===== config.mk =====
export PLATFORM = sky130hd
export DESIGN_NAME = dfetch_top
export DESIGN_NICKNAME = d
export VERILOG_FILES = /design/src/rtl/dfetch_pkg.sv /design/src/rtl/dfetch_bus_mux.sv /design/src/rtl/dfetch_seq.sv /design/src/rtl/dfetch_shift.sv /design/src/rtl/dfetch_top.sv
export SDC_FILE = /design/constraint.sdc
export NUM_CORES = 1
export LEC_CHECK = 0
export BUFFER_PORTS_ARGS = -buffer_cell sky130_fd_sc_hd__buf_4
export CAP_MARGIN = 20
export CORE_ASPECT_RATIO = 0.75
export CORE_UTILIZATION = 40
export DETAILED_ROUTE_END_ITERATION = 10
export PLACE_DENSITY = 0.74
export SLEW_MARGIN = 20
export SYNTH_ARGS = -nofsm -noshare
export SYNTH_HDL_FRONTEND = slang
export SYNTH_SLANG_ARGS = --single-unit

===== constraint.sdc =====
create_clock -name clk -period 1.8 [get_ports clk]
set_input_delay 0.36 -clock clk [delete_from_list [all_inputs] [get_ports clk]]
set_output_delay 0.36 -clock clk [all_outputs]
set_load 0.005 [all_outputs]

===== src/rtl/dfetch_pkg.sv =====
package dfetch_pkg;
    typedef enum logic [1:0] {
        ST_IDLE  = 2'd0,
        ST_ARMED = 2'd1,
        ST_FONT  = 2'd2
    } fetch_state_e;
endpackage


===== src/rtl/dfetch_bus_mux.sv =====
module dfetch_bus_mux #(
    parameter int ADDR_W = 16,
    parameter int DATA_W = 8,
    parameter logic [DATA_W-1:0] NOP_CODE = '0
) (
    input  logic [ADDR_W-1:0] cpu_addr,
    input  logic              upper_fetch,
    input  logic              char_hit,
    input  logic              font_sel,
    input  logic [ADDR_W-1:0] font_addr,
    input  logic [DATA_W-1:0] mem_rdata,
    output logic [ADDR_W-1:0] mem_addr,
    output logic [DATA_W-1:0] cpu_rdata
);
    always_comb begin
        if (font_sel) begin
            mem_addr = font_addr;
        end else if (upper_fetch) begin
            mem_addr = cpu_addr;
            mem_addr[ADDR_W-1] = 1'b0;
        end else begin
            mem_addr = cpu_addr;
        end
    end

    always_comb begin
        cpu_rdata = char_hit ? NOP_CODE : mem_rdata;
    end

    // a redirected fetch never reaches the upper half
    always_comb begin
        if (upper_fetch && !font_sel) begin
            assert_redirect_low_R1: assert (mem_addr[ADDR_W-1] == 1'b0);
        end
    end
endmodule


===== src/rtl/dfetch_seq.sv =====
module dfetch_seq
    import dfetch_pkg::*;
#(
    parameter int DATA_W = 8,
    parameter int MARK_BIT = 6
) (
    input  logic              clk,
    input  logic              rst_n,
    input  logic              upper_fetch,
    input  logic              refresh,
    input  logic [DATA_W-1:0] mem_rdata,
    output logic              char_hit,
    output logic              font_sel,
    output logic              load_pulse,
    output logic [DATA_W-1:0] char_q,
    output logic [DATA_W-1:0] font_q
);
    fetch_state_e state_q, state_d;

    assign char_hit = upper_fetch && mem_rdata[MARK_BIT];

    always_ff @(posedge clk) begin
        if (!rst_n) begin
            state_q <= ST_IDLE;
            char_q  <= '0;
            font_q  <= '0;
        end else begin
            state_q <= state_d;
            if (char_hit) char_q <= mem_rdata;
            if (font_sel) font_q <= mem_rdata;
        end
    end

    always_comb begin
        state_d    = state_q;
        font_sel   = 1'b0;
        load_pulse = 1'b0;
        unique case (state_q)
            ST_IDLE: begin
                if (char_hit) state_d = ST_ARMED;
            end
            ST_ARMED: begin
                font_sel = refresh;
                if (refresh) state_d = ST_FONT;
            end
            ST_FONT: begin
                font_sel = refresh;
                if (!refresh) begin
                    load_pulse = 1'b1;
                    state_d    = char_hit ? ST_ARMED : ST_IDLE;
                end
            end
            default: state_d = ST_IDLE;
        endcase
    end

    // the font state is only entered from a sampled refresh cycle
    assert_font_after_refresh_R4: assert property (@(posedge clk) disable iff (!rst_n)
        (state_q == ST_FONT) |-> $past(refresh));

    // a character is only armed after a display byte was seen
    assert_armed_after_hit_R3: assert property (@(posedge clk) disable iff (!rst_n)
        ($changed(state_q) && state_q == ST_ARMED) |-> $past(char_hit));
endmodule


===== src/rtl/dfetch_shift.sv =====
module dfetch_shift #(
    parameter int DATA_W = 8
) (
    input  logic              clk,
    input  logic              rst_n,
    input  logic              load,
    input  logic [DATA_W-1:0] load_val,
    input  logic              pix_en,
    output logic              pix_msb
);
    logic [DATA_W-1:0] sh_q;

    always_ff @(posedge clk) begin
        if (!rst_n)      sh_q <= '0;
        else if (load)   sh_q <= load_val;
        else if (pix_en) sh_q <= {sh_q[DATA_W-2:0], 1'b0};
    end

    assign pix_msb = sh_q[DATA_W-1];

    // the register holds whatever value was loaded on the previous edge
    assert_load_taken_R5: assert property (@(posedge clk) disable iff (!rst_n)
        load |=> (pix_msb == $past(load_val[DATA_W-1])));

    // with no load and no enable the output pixel is frozen
    assert_hold_R5: assert property (@(posedge clk) disable iff (!rst_n)
        (!load && !pix_en) |=> $stable(pix_msb));
endmodule


===== src/rtl/dfetch_top.sv =====
module dfetch_top
    import dfetch_pkg::*;
#(
    parameter int ADDR_W   = 16,
    parameter int DATA_W   = 8,
    parameter int LINE_W   = 3,
    parameter int CODE_W   = 6,
    parameter int MARK_BIT = 6,
    parameter int INV_BIT  = 7,
    parameter int IRQ_BIT  = 6
) (
    input  logic              clk,
    input  logic              rst_n,
    input  logic [ADDR_W-1:0] cpu_addr,
    input  logic              cpu_m1,
    input  logic              cpu_mreq,
    input  logic              cpu_rfsh,
    input  logic [DATA_W-1:0] cpu_ireg,
    input  logic [LINE_W-1:0] line_cnt,
    input  logic              sync_act,
    input  logic              pix_en,
    input  logic [DATA_W-1:0] mem_rdata,
    output logic [ADDR_W-1:0] mem_addr,
    output logic [DATA_W-1:0] cpu_rdata,
    output logic              font_fetch,
    output logic              pix_dark,
    output logic              int_req
);
    localparam int IHI_W = ADDR_W - CODE_W - LINE_W;

    logic              op_fetch, upper_fetch, refresh;
    logic              char_hit, font_sel, load_pulse;
    logic [DATA_W-1:0] char_q, font_q, load_val;
    logic [ADDR_W-1:0] font_addr;
    logic              pix_msb;
    logic              int_q;

    assign op_fetch    = cpu_m1 && cpu_mreq && !cpu_rfsh;
    assign upper_fetch = op_fetch && cpu_addr[ADDR_W-1];
    assign refresh     = cpu_rfsh && cpu_mreq;

    assign font_addr = {cpu_ireg[DATA_W-1 -: IHI_W], char_q[CODE_W-1:0], line_cnt};
    assign load_val  = font_q ^ {DATA_W{char_q[INV_BIT]}};

    dfetch_seq #(.DATA_W(DATA_W), .MARK_BIT(MARK_BIT)) u_seq (
        .clk        (clk),
        .rst_n      (rst_n),
        .upper_fetch(upper_fetch),
        .refresh    (refresh),
        .mem_rdata  (mem_rdata),
        .char_hit   (char_hit),
        .font_sel   (font_sel),
        .load_pulse (load_pulse),
        .char_q     (char_q),
        .font_q     (font_q)
    );

    dfetch_bus_mux #(.ADDR_W(ADDR_W), .DATA_W(DATA_W)) u_mux (
        .cpu_addr   (cpu_addr),
        .upper_fetch(upper_fetch),
        .char_hit   (char_hit),
        .font_sel   (font_sel),
        .font_addr  (font_addr),
        .mem_rdata  (mem_rdata),
        .mem_addr   (mem_addr),
        .cpu_rdata  (cpu_rdata)
    );

    dfetch_shift #(.DATA_W(DATA_W)) u_shift (
        .clk     (clk),
        .rst_n   (rst_n),
        .load    (load_pulse),
        .load_val(load_val),
        .pix_en  (pix_en),
        .pix_msb (pix_msb)
    );

    always_ff @(posedge clk) begin
        if (!rst_n) int_q <= 1'b0;
        else        int_q <= refresh && !cpu_addr[IRQ_BIT];
    end

    assign font_fetch = font_sel;
    assign int_req    = int_q;
    assign pix_dark   = sync_act || pix_msb;

    // a display byte seen by the sequencer always yields a NOP at the CPU
    assert_nop_on_char_R3: assert property (@(posedge clk) disable iff (!rst_n)
        char_hit |-> (cpu_rdata == '0));

    // the font address is only driven inside a refresh cycle
    assert_font_in_refresh_R4: assert property (@(posedge clk) disable iff (!rst_n)
        font_fetch |-> (cpu_rfsh && cpu_mreq));

    // a rising interrupt request follows a sampled refresh cycle
    assert_int_source_R8: assert property (@(posedge clk) disable iff (!rst_n)
        $rose(int_req) |-> $past(cpu_rfsh && cpu_mreq));

    // the shifter is loaded only once the refresh has ended
    assert_load_after_rfsh_R5: assert property (@(posedge clk) disable iff (!rst_n)
        load_pulse |-> !refresh);
endmodule


==> impl_metrics.py <==
metrics = {
    "detailed_routing": {
        "drtPass1Iterations": 6,
        "drt-wirelength-per-cell_um": 15.2,
        "drt_wl_total_um": 4910,
        "num_vias": 1672,
        "drt_iter0_markers": 92,
        "via_per_inst": 5.18,
        "drc_errors": 0,
        "ant_nets": 0,
    },
    "clock_network": {
        "cts_tree": "done",
        "cts_root_buf": "clkbuf_8",
        "numClockSinks": 26,
        "ctsHoldBuffers": 0,
        "clock_latency_ns": 0.27,
        "htreeDepth": 1,
        "clkSlewWorstSetupHoldPaths_ns": 0.09,
        "cts.path.max_buffers": 2,
        "cts-buffers-inserted": 3,
    },
    "synth": {
        "yosysWarnings": 0,
        "synth-main-ff-cell": "dfxtp_1",
        "synth_seq_cells": 26,
        "ys_seq_area_share_pct": 36.6,
        "synth_edf_count": 0,
        "syn-mean-instance-area_um2": 7.14,
        "netlist_area_um2": 1420,
        "synth_cell_types": 24,
        "synth_cells": 199,
        "synthesis.nets": 245,
        "synthArstFlopShare_pct": 0,
    },
    "power_and_ir_drop": {
        "seq_power_share_pct": 44.1,
        "switching_power_mw": 0.299,
        "intPower_mw": 1.02,
        "p_sw_share_pct": 22.7,
        "ir_drop_uv": 360,
        "power_density_nw_per_um2": 536,
        "p_comb_share_pct": 18.9,
        "p_leak_nw": 1.20,
        "p_total_mw": 1.32,
        "clkPwrFrac_pct": 37.0,
    },
    "placement": {
        "place_area_um2": 1990,
        "place.gp.congestion": 0.733,
        "io_buffers": 67,
        "dp_hpwl_um": 2620,
        "place_ws_ns": 0.0529,
    },
    "floorplanning": {
        "start_util_pct": 42.6,
        "dieArea_um2": 3800,
        "die_y_um": 53.6,
        "pin_count": 69,
        "core_um2": 3330,
        "rows": 18,
        "die_w_um": 70.8,
    },
    "timing": {
        "max_freq_mhz": 506,
        "hold_viol_final": 0,
        "slew_headroom_pct": 70.4,
        "finalClockSkew_ns": 0.00300,
        "rsz0062_at_grt": "true",
        "tns_ns": -1.89,
        "setup_viol": 17,
        "hold_slack_ns": 0.308,
        "period_share_pct": 110,
        "period_needed_ns": 1.97,
        "worstMarginPinSlew_ns": 0.444,
        "slew_violations": 0,
        "setup_ws_ns": -0.175,
    },
    "worst_setup_path": {
        "r2r_slack_ns": 0.09,
        "end_kind": "primary output",
        "arrival_ns": 1.61,
        "worstSetupPathType": "reg2out",
        "path_max_fanout": 6,
        "crit_path_start_kind": "register",
        "reg2regPathDepth": 8,
        "worstPathRequired_ns": 1.44,
    },
    "layout": {
        "insertedDiodeCount": 0,
        "mostFrequentLayoutCells": "buf_4 (71), nand2_1 (52), dfxtp_1 (24), nand2_2 (18), a21oi_1 (16)",
        "nets": 330,
        "synthToLayoutAreaGrowth_pct": 73.3,
        "nFillCells": 242,
        "final_common_cell": "buf_4",
        "drive_gt1_share_pct": 47.7,
        "fin_area_um2": 2460,
    },
    "global_route": {
        "grt_pass1_wl_um": 6820,
        "grt-ovfl-total": 0,
        "grt_pass1_vias": 1448,
        "grt_max_degree": 26,
        "antenna_found_initial": 0,
        "track_usage_pct": 23.6,
    },
    "run": {
        "drv_cap": 0,
    },
    "outcome": {
        "violations": "setup timing",
        "status": "finished with violations",
    },
    "min_path": {
        "min_delay_path_depth": 2,
        "hold_path.class": "in2reg",
    },
}
==> power by group through the flow <==
| stage | clock [mW] | combinational (mW) | sequential (mW) |
|---|---|---|---|
| detailed placement | 0 | 0.200 | 0.596 |
| global route | 0.515 | 0.267 | 0.583 |
| global placement | 0 | 0.198 | 0.595 |
| finish | 0.489 | 0.250 | 0.583 |
| floorplan | 0 | 0.0660 | 0.595 |
| CTS | 0.497 | 0.220 | 0.582 |
==> worst max-delay path: stages (launching register included) <==
cell,delay [ns]
dfxtp_2,0.35
inv_2,0.05
ha_4,0.28
nand3_4,0.11
buf_12,0.15
buf_16,0.13
nand2_1,0.09
nand2_2,0.06
buf_6,0.11
==> state kept, by name (all words and copies together), names as in the netlist <==
signal	count
u_shift.sh_q	8
u_seq.char_q	7
u_seq.state_q	2
int_req	1
u_seq.font_q	8
==> cells by family after synthesis <==
group                      Yosys count  synth area share [%]
muxes                                9                  6.43
xor gates and xnor gates             8                  4.93
and+or+nand+nor                    108                  31.9
buffers and inverters               16                  4.84
DFF                                 26                  36.6
adders and majority gates            4                  3.52
AOI/OAI and AO/OA                   28                  11.8
==> synthesized netlist by cell type, drive strengths merged, types with 2 or more instances <==
cell type	count	area share, %
nor2	7	1.8
ha	4	3.5
a211oi	7	3.7
nand2	80	21
and2	8	3.5
dfxtp	26	37
xor2	8	4.9
clkbuf	4	1.1
o21ai	2	0.70
mux2i	8	5.6
nand3	7	2.5
a21oi	17	6.0
inv	5	1.3
buf	7	2.5
==> per-stage QoR <==
stage	std cells	util [%]
CTS	320	69.2
global route	323	73.9
detailed placement	304	59.8
finish	323	73.9
global placement	304	59.8
floorplan	199	-
==> layer usage <==
layer | vias up | share of wire [%] | wire [um] | track usage [%]
li1 | 821 | - | - | -
met1 | 777 | 44 | 2160 | 30.8
met2 | 66 | 50 | 2430 | 40.9
met3 | 8 | 5.3 | 260 | 4.87
met4 | 0 | 1.2 | 60 | 5.33
met5 | - | 0 | 0 | 0
==> worst paths after layout <==
kind,from,end
worst max-delay path,u_seq.state_q[0]$_SDFFE_PN0P_,mem_addr[9]
worst min-delay path,cpu_addr[6],int_req$_SDFF_PN0_
worst min register to register,u_seq.char_q[1]$_SDFFE_PN0P_,u_seq.char_q[1]$_SDFFE_PN0P_
worst max register to register,u_seq.state_q[0]$_SDFFE_PN0P_,u_seq.state_q[0]$_SDFFE_PN0P_
==> layout make-up <==
| cell class | count | area (um2) | share of cell area [%] |
|---|---|---|---|
| timing repair inverter | 2 | 32.5 | 1.32 |
| inverter | 5 | 26.3 | 1.07 |
| multi-input combinational | 157 | 983 | 39.9 |
| sequential | 26 | 523 | 21.2 |
| tap | 40 | 50.0 | 2.03 |
| clock inverter | 1 | 30.0 | 1.22 |
| clock buffer | 3 | 41.3 | 1.68 |
| timing repair buffer | 89 | 777 | 31.5 |
==> repair_timing <==
action / CTS / global route
pin swaps: 11 / 15
buffers inserted: 8 / 4
endpoints found under the hold margin: 0 / 0
gates resized for setup: 36 / 42
setup endpoints to repair: 17 / 26
gates cloned: 4 / 0
(Power assumes the default switching activity.)
